### src/rtl/gpio_irq_pkg.sv
package gpio_irq_pkg;

  typedef enum logic [1:0] {
    TRIG_NONE  = 2'd0,
    TRIG_LEVEL = 2'd1,
    TRIG_EDGE  = 2'd2,
    TRIG_BOTH  = 2'd3
  } trig_e;

  typedef struct packed {
    logic  irq_en;
    logic  pol;
    trig_e trig;
    logic  dir;
    logic  en;
  } pin_cfg_t;

  localparam int OFF_W = 5;

  localparam logic [OFF_W-1:0] OFF_CFG  = 5'h00;
  localparam logic [OFF_W-1:0] OFF_DEB  = 5'h04;
  localparam logic [OFF_W-1:0] OFF_IN   = 5'h08;
  localparam logic [OFF_W-1:0] OFF_OCTL = 5'h0C;
  localparam logic [OFF_W-1:0] OFF_OVAL = 5'h10;
  localparam logic [OFF_W-1:0] OFF_CLR  = 5'h14;

  localparam int STATUS_ADDR = 'h104;

  // Configuration word bit positions
  localparam int CB_EN   = 0;
  localparam int CB_DIR  = 1;
  localparam int CB_TRIG = 2;
  localparam int CB_POL  = 4;
  localparam int CB_IE   = 6;

endpackage

### src/rtl/gpio_sync.sv
module gpio_sync #(
  parameter int WIDTH = 8
) (
  input  logic             clk_i,
  input  logic             rst_ni,
  input  logic [WIDTH-1:0] d_i,
  output logic [WIDTH-1:0] q_o
);
  logic [WIDTH-1:0] meta_q, sync_q;

  always_ff @(posedge clk_i or negedge rst_ni) begin
    if (!rst_ni) begin
      meta_q <= '0;
      sync_q <= '0;
    end else begin
      meta_q <= d_i;
      sync_q <= meta_q;
    end
  end

  assign q_o = sync_q;
endmodule

### src/rtl/gpio_pin_ctrl.sv
module gpio_pin_ctrl
  import gpio_irq_pkg::*;
#(
  parameter int DATA_W = 32,
  parameter int DEB_W  = 8
) (
  input  logic             clk_i,
  input  logic             rst_ni,
  input  logic             wr_en_i,
  input  logic [OFF_W-1:0] off_i,
  input  logic [DEB_W-1:0] wdata_i,
  input  logic             sync_i,
  output logic [DATA_W-1:0] rd_data_o,
  output logic             status_o,
  output logic             irq_en_o,
  output logic             pin_o,
  output logic             pin_oe_o
);
  pin_cfg_t         cfg_q;
  logic [DEB_W-1:0] deb_q;
  logic             float_q, oval_q, prev_q, status_q;
  logic             hit, clr;
  logic             unused_wbit5;

  assign unused_wbit5 = wdata_i[5];

  always_comb begin
    hit = 1'b0;
    if (cfg_q.en) begin
      case (cfg_q.trig)
        TRIG_LEVEL: hit = (sync_i == cfg_q.pol);
        TRIG_EDGE:  hit = cfg_q.pol ? (sync_i & ~prev_q) : (~sync_i & prev_q);
        TRIG_BOTH:  hit = sync_i ^ prev_q;
        default:    hit = 1'b0;
      endcase
    end
  end

  assign clr = wr_en_i && (off_i == OFF_CLR) && wdata_i[0];

  always_ff @(posedge clk_i or negedge rst_ni) begin
    if (!rst_ni) begin
      cfg_q    <= '0;
      deb_q    <= '0;
      float_q  <= 1'b1;
      oval_q   <= 1'b0;
      prev_q   <= 1'b0;
      status_q <= 1'b0;
    end else begin
      prev_q   <= sync_i;
      // a fresh hit wins over a clear in the same cycle
      status_q <= (status_q & ~clr) | hit;
      if (wr_en_i) begin
        case (off_i)
          OFF_CFG: begin
            cfg_q.en     <= wdata_i[CB_EN];
            cfg_q.dir    <= wdata_i[CB_DIR];
            cfg_q.trig   <= trig_e'(wdata_i[CB_TRIG +: 2]);
            cfg_q.pol    <= wdata_i[CB_POL];
            cfg_q.irq_en <= wdata_i[CB_IE];
          end
          OFF_DEB:  deb_q   <= wdata_i;
          OFF_OCTL: float_q <= wdata_i[0];
          OFF_OVAL: oval_q  <= wdata_i[0];
          default: ;
        endcase
      end
    end
  end

  always_comb begin
    rd_data_o = '0;
    case (off_i)
      OFF_CFG: begin
        rd_data_o[CB_EN]          = cfg_q.en;
        rd_data_o[CB_DIR]         = cfg_q.dir;
        rd_data_o[CB_TRIG +: 2]   = cfg_q.trig;
        rd_data_o[CB_POL]         = cfg_q.pol;
        rd_data_o[CB_IE]          = cfg_q.irq_en;
      end
      OFF_DEB:  rd_data_o[DEB_W-1:0] = deb_q;
      OFF_IN:   rd_data_o[0] = sync_i;
      OFF_OCTL: rd_data_o[0] = float_q;
      OFF_OVAL: rd_data_o[0] = oval_q;
      default:  rd_data_o = '0;
    endcase
  end

  assign status_o = status_q;
  assign irq_en_o = cfg_q.irq_en;
  assign pin_o    = oval_q;
  assign pin_oe_o = cfg_q.dir & ~float_q;

  assert_rise_latch_R7: assert property (@(posedge clk_i) disable iff (!rst_ni)
    (cfg_q.en && cfg_q.trig == TRIG_EDGE && cfg_q.pol && $rose(sync_i)) |=> status_q);

  assert_both_latch_R8: assert property (@(posedge clk_i) disable iff (!rst_ni)
    (cfg_q.en && cfg_q.trig == TRIG_BOTH && ($rose(sync_i) || $fell(sync_i))) |=> status_q);

  assert_quiet_when_off_R9: assert property (@(posedge clk_i) disable iff (!rst_ni)
    ((!cfg_q.en || cfg_q.trig == TRIG_NONE) && !status_q) |=> !status_q);

  assert_edge_hold_R10: assert property (@(posedge clk_i) disable iff (!rst_ni)
    (status_q && !(wr_en_i && off_i == OFF_CLR)) |=> status_q);
endmodule

### src/rtl/gpio_irq_port.sv
module gpio_irq_port
  import gpio_irq_pkg::*;
#(
  parameter int NUM_PINS = 8,
  parameter int ADDR_W   = 12,
  parameter int DATA_W   = 32,
  parameter int DEB_W    = 8
) (
  input  logic                clk_i,
  input  logic                rst_ni,
  input  logic                bus_req_i,
  input  logic                bus_we_i,
  input  logic [ADDR_W-1:0]   bus_addr_i,
  input  logic [DATA_W-1:0]   bus_wdata_i,
  output logic [DATA_W-1:0]   bus_rdata_o,
  input  logic [NUM_PINS-1:0] pin_i,
  output logic [NUM_PINS-1:0] pin_o,
  output logic [NUM_PINS-1:0] pin_oe_o,
  output logic                irq_o
);
  localparam int IDX_W   = 3;  // window 0x20, status at 0x100 -> at most 8 pins
  localparam int HI_LSB  = OFF_W + IDX_W;

  logic [IDX_W-1:0]    idx;
  logic [OFF_W-1:0]    off;
  logic                in_win, status_sel;
  logic [NUM_PINS-1:0] sync_v, status_v, irq_en_v, wr_en_v;
  logic [DATA_W-1:0]   pin_rd [NUM_PINS];
  logic [DATA_W-1:0]   rd_d, rdata_q;
  logic                unused_wdata;

  assign unused_wdata = ^bus_wdata_i[DATA_W-1:DEB_W];
  assign idx = bus_addr_i[OFF_W +: IDX_W];
  assign off = bus_addr_i[OFF_W-1:0];

  always_comb begin
    in_win     = (bus_addr_i[ADDR_W-1:HI_LSB] == '0) && (int'(idx) < NUM_PINS);
    status_sel = (bus_addr_i == ADDR_W'(STATUS_ADDR));
  end

  gpio_sync #(.WIDTH(NUM_PINS)) u_sync (
    .clk_i (clk_i),
    .rst_ni(rst_ni),
    .d_i   (pin_i),
    .q_o   (sync_v)
  );

  for (genvar n = 0; n < NUM_PINS; n++) begin : g_pin
    assign wr_en_v[n] = bus_req_i && bus_we_i && in_win && (idx == IDX_W'(n));

    gpio_pin_ctrl #(.DATA_W(DATA_W), .DEB_W(DEB_W)) u_pin (
      .clk_i    (clk_i),
      .rst_ni   (rst_ni),
      .wr_en_i  (wr_en_v[n]),
      .off_i    (off),
      .wdata_i  (bus_wdata_i[DEB_W-1:0]),
      .sync_i   (sync_v[n]),
      .rd_data_o(pin_rd[n]),
      .status_o (status_v[n]),
      .irq_en_o (irq_en_v[n]),
      .pin_o    (pin_o[n]),
      .pin_oe_o (pin_oe_o[n])
    );
  end

  always_comb begin
    rd_d = '0;
    if (status_sel) begin
      rd_d[NUM_PINS-1:0] = status_v;
    end else if (in_win) begin
      for (int n = 0; n < NUM_PINS; n++) begin
        if (idx == IDX_W'(n)) rd_d = pin_rd[n];
      end
    end
  end

  always_ff @(posedge clk_i or negedge rst_ni) begin
    if (!rst_ni)                      rdata_q <= '0;
    else if (bus_req_i && !bus_we_i)  rdata_q <= rd_d;
    else                              rdata_q <= '0;
  end

  assign bus_rdata_o = rdata_q;
  assign irq_o       = |(status_v & irq_en_v);

  assert_unmapped_zero_R1: assert property (@(posedge clk_i) disable iff (!rst_ni)
    (bus_req_i && !bus_we_i && !in_win && !status_sel) |=> (bus_rdata_o == '0));

  assert_irq_needs_status_R12: assert property (@(posedge clk_i) disable iff (!rst_ni)
    irq_o |-> (status_v != '0));
endmodule

### config.mk
export PLATFORM = sky130hd
export DESIGN_NAME = gpio_irq_port
export DESIGN_NICKNAME = d
export VERILOG_FILES = /design/src/rtl/gpio_irq_pkg.sv /design/src/rtl/gpio_sync.sv /design/src/rtl/gpio_pin_ctrl.sv /design/src/rtl/gpio_irq_port.sv
export SDC_FILE = /design/constraint.sdc
export NUM_CORES = 1
export LEC_CHECK = 0
export ABC_AREA = 1
export BUFFER_PORTS_ARGS = -buffer_cell sky130_fd_sc_hd__buf_2
export CAP_MARGIN = 10
export CORE_MARGIN = 5
export CORE_UTILIZATION = 59
export CTS_BUF_LIST = sky130_fd_sc_hd__clkbuf_4
export DETAILED_ROUTE_END_ITERATION = 10
export PLACE_DENSITY_LB_ADDON = 0.05
export SYNTH_ARGS = -nofsm -noshare
export SYNTH_HDL_FRONTEND = slang
export SYNTH_SLANG_ARGS = --single-unit
export TNS_END_PERCENT = 1
### constraint.sdc
create_clock -name clk_i -period 4.7 [get_ports clk_i]
set_clock_uncertainty 0.2 [all_clocks]
set_input_delay 0 -clock clk_i [delete_from_list [all_inputs] [get_ports clk_i]]
set_output_delay 0 -clock clk_i [all_outputs]
set_load 0.02 [all_outputs]
Word level (Yosys, flattened, before mapping) --
Index checks and enable logic that the tools add are counted.
Word-level totals: flip-flop bits (word level) 192, output and inout port bits 49, logic and storage cells 349
Operators by class: bitwise gates (word level) 81, muxes and demuxes 76, equality and inequality tests 45, reduce and logical (&&, ||, !) cells 64
Operators with widths (count):
- two-way mux 32 bit | 9
- one-hot mux 4 bit (2 select lines) | 8
- AND reduction 2 bit | 32
- one-hot mux 1 bit (5 select lines) | 8
- AND 1 bit | 32
- == test 2 bit (second input constant) | 16
- two-way mux 1 bit | 32
- NOT 1 bit | 32
- logical AND 1 bit | 27
- two-way mux 24 bit | 1
- one-hot mux 1 bit (3 select lines) | 8
- == test 2 x 1 -> 1 bit (second input constant) | 8
- two-way mux 8 bit | 2
- one-hot mux 1 bit (2 select lines) | 8
- == test 12 x 9 -> 1 bit (second input constant) | 1
- == test 3 bit (second input constant) | 4
- == test 5 x 4 -> 1 bit (second input constant) | 2
- == test 5 bit (second input constant) | 2
- AND 8 bit | 1
- == test 1 bit | 8
- OR 1 bit | 8
- OR reduction 8 bit | 1
- XOR 1 bit | 8
- == test 3 x 2 -> 1 bit (second input constant) | 2
- other kinds (6) | 6

Logic depth before layout (Yosys ltp) --
word-level depth 13, mapped depth 16

Cells and area by module --
A second synthesis with hierarchy kept.
Second synthesis, totals: cells, all modules 1876, area, all modules 12968.7 µm²
Modules (own cells, without submodules):
- gpio_pin_ctrl | times used 8, cells each 164, sequential area each 451.7 µm², area an instance 1186.1 µm²
- gpio_irq_port | times used 1, cells each 548, sequential area each 800.8 µm², area an instance 3079.2 µm²
- gpio_sync | times used 1, cells each 16, sequential area each 400.4 µm², area an instance 400.4 µm²

Worst setup path after synthesis --
No wires, ideal clock.
kind in2reg, start point input bus_addr_i[9], end point register g_pin[1].u_pin.cfg_q[0] (netlist bit), data required time 4.369 ns, path slack 3.125 ns, library setup time 0.131 ns, data arrival time 1.244 ns, stages on the path 10, cell sequence nor3_2 inv_2 nor2_4 nand3_4 buf_6 nor2_4 nand2_1 clkbuf_1 nand2_1 o21ai_1
Between the ends: word-level cells in the longest chain between the ends 4
RTL lines:
- start, declared | RTL line gpio_irq_port.sv:13 | input logic [ADDR_W-1:0] bus_addr_i,
- logical NOT 4 bit | RTL line gpio_irq_port.sv:37 | in_win = (bus_addr_i[ADDR_W-1:HI_LSB] == '0) && (int'(idx) < NUM_PINS);
- logical AND 1 bit (2 in a row) | RTL line gpio_irq_port.sv:49 | assign wr_en_v[n] = bus_req_i && bus_we_i && in_win && (idx == IDX_W'(n));
- AND reduction 2 bit (no line)
- end, declared | RTL line gpio_pin_ctrl.sv:19 | pin_cfg_t cfg_q;
Every way passes these cells. A chain may end at the register's enable or synchronous reset.

Worst setup path after layout --
start point input bus_addr_i[1], end point register rdata_q[1] (netlist: bus_rdata_o[1])
Between the ends: word-level cells in the longest chain between the ends 13, elaborated cells between the ends (all ways) 22
RTL lines:
- == test 5 x 3 -> 1 bit / logical NOT 5 bit (equally long branches) | RTL line gpio_pin_ctrl.sv:73 | case (off_i)
- one-hot mux 4 bit (2 select lines) | RTL line gpio_pin_ctrl.sv:73
- two-way mux 8 bit | RTL line gpio_irq_port.sv:72 | if (idx == IDX_W'(n)) rd_d = pin_rd[n];
- two-way mux 32 bit (7 in a row) | RTL line gpio_irq_port.sv:72
- two-way mux 32 bit | RTL line gpio_irq_port.sv:70 | end else if (in_win) begin
- two-way mux 8 bit * | RTL line gpio_irq_port.sv:68 | if (status_sel) begin
- two-way mux 32 bit * | RTL line gpio_irq_port.sv:79 | else if (bus_req_i && !bus_we_i) rdata_q <= rd_d;
- end signal, assigned | RTL line gpio_irq_port.sv:79
- end, declared | RTL line gpio_irq_port.sv:29 | logic [DATA_W-1:0] rd_d, rdata_q;
Every way passes the cells marked *; elsewhere a longest branch is shown, timed or not.

==> key figures <==
Yosys
  – Ranking of synthesized cells by area: dfrtp_1 (47%), nand2_1 (13%), o21ai_0 (5.7%), buf_4 (3.9%), inv_1 (3.5%)
  – Synth warn: 0
  – Count of flip-flops with a built-in enable after synthesis: 0
  – Area leader, netlist: dfrtp_1
  – Main flop type after synthesis: dfrtp_1
  – Syn_area_per_cell: 8.443 um2
  – Seq/Total Area, Yosys: 49.91%
  – Flops & latches, synth: 168
  – Synthesized area: 0.008443 mm2
  – Ys async rst share: 100.0%
  – Top cell type's share of synthesized area: 47.42%
  – Count of different cell masters after synthesis: 38
  – Syn Inst Count: 1,000

Worst setup path
  – R2r setup slk: 1.91 ns
  – Largest stage delay, worst path: 0.74 ns
  – CP Class: primary input to flop
  – Critical Path RT: 5.03 ns
  – Worst setup EP type: flop
  – Crit-path max FO: 19
  – CP cell instances: dlygate4sd3_1, buf_2, nor2_2, dlygate4sd3_1, nand2_1, nor2_2, nand3_1, nand3_1, o21ai_0, nand2_1, nand2_1, nand4_1, nand2_1, nand2_1, nand2_1, dlygate4sd3_1, a21oi_1, dlygate4sd3_1
  – Critical path arrival: 4.61 ns
  – R2r endpoint: bus_rdata_o[1]
  – Worst R2R Start: g_pin[1].u_pin.cfg_q[1]
  – Crit-path slowest cell: nor2_2
  – Crit path from: bus_addr_i[1]
  – Cell repeated most along the worst path: nand2_1
  – Reg2Reg Depth: 12
  – Worst Setup Start Kind: primary input

GRT
  – GR Overflow Total: 0
  – Vias in the first global route: 6,671
  – GRT Util Overall: 28.61%
  – Initial antenna violation count: 1
  – Largest net degree at the start of global routing: 91
  – First-pass GRT wire length: 36.35 mm

Pwr
  – Peak supply drop: 0.2083 mV
  – Power Density: 273.0 mW/mm2
  – Static leakage power: 4.343 nW

Timing
  – Max-slew headroom: 19.63%
  – Slew @ Worst Pin: 1.204 ns
  – # setup viols final: 0
  – Fin Setup TNS: 0 ns
  – Max Freq: 233.6 MHz
  – RSZ-0062 raised after global routing: false
  – Tmin final: 4.281 ns
  – Post-route clock period utilization: 91.09%
  – Hold Fails Final Rpt: 0
  – Max-slew violations: 0

Status
  – Outcome: finished, final reports clean

CTS
  – H-tree Lvls: 4
  – CTS root buf: clkbuf_4
  – Total CTS buffers: 17
  – CTS tree: done
  – Clock sink total: 168
  – Setup Fix Bufs, Post-CTS: 0
  – CTS max path bufs: 2
  – Post_cts resized: 0
  – Clock Latency Late Sink: 0.59 ns
  – CTS clk-pin slew, worst paths: 0.13 ns
  – Hold Buf Count CTS: 51

Cells and area
  – Syn-to-layout area delta: 11.38%
  – Net count, final: 1,145
  – Fin cells: 1,267
  – Share of layout cells above drive strength 1: 12.89%
  – FILL cells: 1,201

Floorplanning
  – Core box area: 0.01393 mm2
  – I/O pin count: 105
  – Die Area: 0.01680 mm2
  – Site Rows: 43
  – Die Height: 129.6 um
  – Die Width: 129.6 um
  – Initial Util: 60.59%

Routing
  – Vias after detailed routing: 7,123
  – First-pass DRT Iterations: 6
  – Avg WL per Cell: 18.09 um
  – # DRC: 0
  – Via/cell ratio: 5.622
  – DR iter-0 viols: 890
  – Wirelength, routed: 22.91 mm
  – Antenna Nets Post-Route: 0

Min path
  – Hold_sp: bus_wdata_i[7]
  – Hold Path End: g_pin[1].u_pin.deb_q[7]
  – Hold path depth: 4
  – Hold Crit Class: primary input to flop

Placement
  – # placed instances: 1,183
  – IO buf count: 56
  – Hpwl dp: 14.86 mm
  – GP Congestion: 0.8885

Job
  – Number of max-cap violations: 0
==> cell families after synthesis <==
| family | Yosys count | synth area share (%) |
|---|---|---|
| flops | 168 | 49.91 |
| compound gates | 242 | 16.24 |
| simple gates | 391 | 20.41 |
| fa+ha+maj | 16 | 2.371 |
| other cells | 1 | 0.04441 |
| buf+inv | 173 | 10.08 |
| mux | 1 | 0.1186 |
| xor+xnor | 8 | 0.8299 |
==> placed cells by master, fill, tap and decap left out, types with 4 or more instances in the layout <==
| cell type | n |
|---|---|
| nand2_1 | 296 |
| dfrtp_1 | 160 |
| o21ai_0 | 97 |
| inv_1 | 78 |
| buf_2 | 55 |
| dlygate4sd3_1 | 50 |
| a21oi_1 | 43 |
| o21ai_1 | 40 |
| nand3_1 | 29 |
| conb_1 | 24 |
| nor2_1 | 23 |
| a31oi_1 | 19 |
| clkbuf_4 | 18 |
| o31ai_1 | 16 |
| ha_1 | 16 |
| nand4_1 | 15 |
| inv_2 | 12 |
| o211ai_1 | 9 |
| nor2_4 | 8 |
| xnor2_1 | 8 |
| dfstp_2 | 8 |
| a32o_1 | 7 |
| buf_4 | 7 |
| nand2_2 | 6 |
| clkinvlp_4 | 6 |
| nor3_4 | 5 |
| a22o_1 | 4 |
==> area by class of cell <==
cell class              instances  area (um2)  area share, %
flip-flops and latches        168        4214          44.81
multi-input cells             682        3465          36.84
repair buffers                114       867.1          9.220
inverters                      90       337.8          3.592
well taps                     180       225.2          2.395
clock inverters                14       157.7          1.676
clock buffers                  18       135.1          1.437
diodes                          1       2.502        0.02661
==> cells in the mapped netlist (all sizes together) (3+ instances only) <==
library cell    n
a22o            4
a21oi          43
dfrtp         160
dfstp           8
xnor2           8
nand2         302
o211ai          9
buf            63
nand4          15
o21ai         137
a31oi          19
nor2           34
ha             16
nand3          32
a221oi          3
inv            90
a32o            7
nor3            7
o31ai          16
clkbuf         20
==> per-layer routing <==
metal | routed length, um | up-vias | global-route usage [%] | part of all wire [%]
met2 | 10090 | 318 | 42.13 | 44
met3 | 2141 | 40 | 7.090 | 9.3
met5 | 0 | - | 0 | 0
met4 | 597 | 0 | 9.535 | 2.6
met1 | 10090 | 3380 | 41.77 | 44
li1 | - | 3385 | - | -
==> flip-flops by register name, summed over array words and instances, names as in the netlist <==
| register | count |
|---|---|
| u_sync.meta_q | 8 |
| g_pin.u_pin.prev_q | 8 |
| u_sync.q_o | 8 |
| g_pin.u_pin.pin_o | 8 |
| g_pin.u_pin.deb_q | 64 |
| bus_rdata_o | 8 |
| g_pin.u_pin.irq_en_o | 8 |
| g_pin.u_pin.status_o | 8 |
| g_pin.u_pin.float_q | 8 |
| g_pin.u_pin.cfg_q | 40 |
==> power by group <==
part	total [mW]	leakage, nW	internal (mW)	switching (mW)
logic	0.215	1.98	0.0651	0.150
registers	1.47	2.22	1.46	0.0112
clock network	0.881	0.141	0.366	0.515
==> how the worst max path moves through the flow <==
| stage | end | slack [ns] | depth (start not counted) |
|---|---|---|---|
| finish | bus_rdata_o[1] | 0.42 | 18 |
| CTS | bus_rdata_o[1] | 0.58 | 18 |
| detailed placement | bus_rdata_o[0] | 1.79 | 17 |
| floorplan | g_pin[1].u_pin.cfg_q[0] | 3.13 | 10 |
| global route | bus_rdata_o[1] | 0.21 | 18 |
| global placement | bus_rdata_o[0] | 1.90 | 17 |
==> per-stage QoR <==
step / power (mW) / cell area, um2 / hold WS [ns] / util (%) / setup WS, ns
floorplan: 1.607 / 8529 / -0.4956 / - / 3.125
global placement: 1.678 / 8581 / -0.09280 / 61.58 / 1.903
detailed placement: 1.679 / 8581 / -0.09066 / 61.58 / 1.790
CTS: 2.576 / 9402 / 0.1332 / 67.47 / 0.5777
global route: 2.670 / 9404 / 0.1708 / 67.49 / 0.2144
finish: 2.568 / 9404 / 0.1615 / 67.49 / 0.4189
==> critical path, delay by kind of cell <==
| kind | cells | cell delay, ns |
|---|---|---|
| simple gates | 11 | 1.94 |
| buf+inv | 5 | 2.44 |
| compound gates | 2 | 0.21 |
No activity file was read; power rests on OpenSTA's default activity.
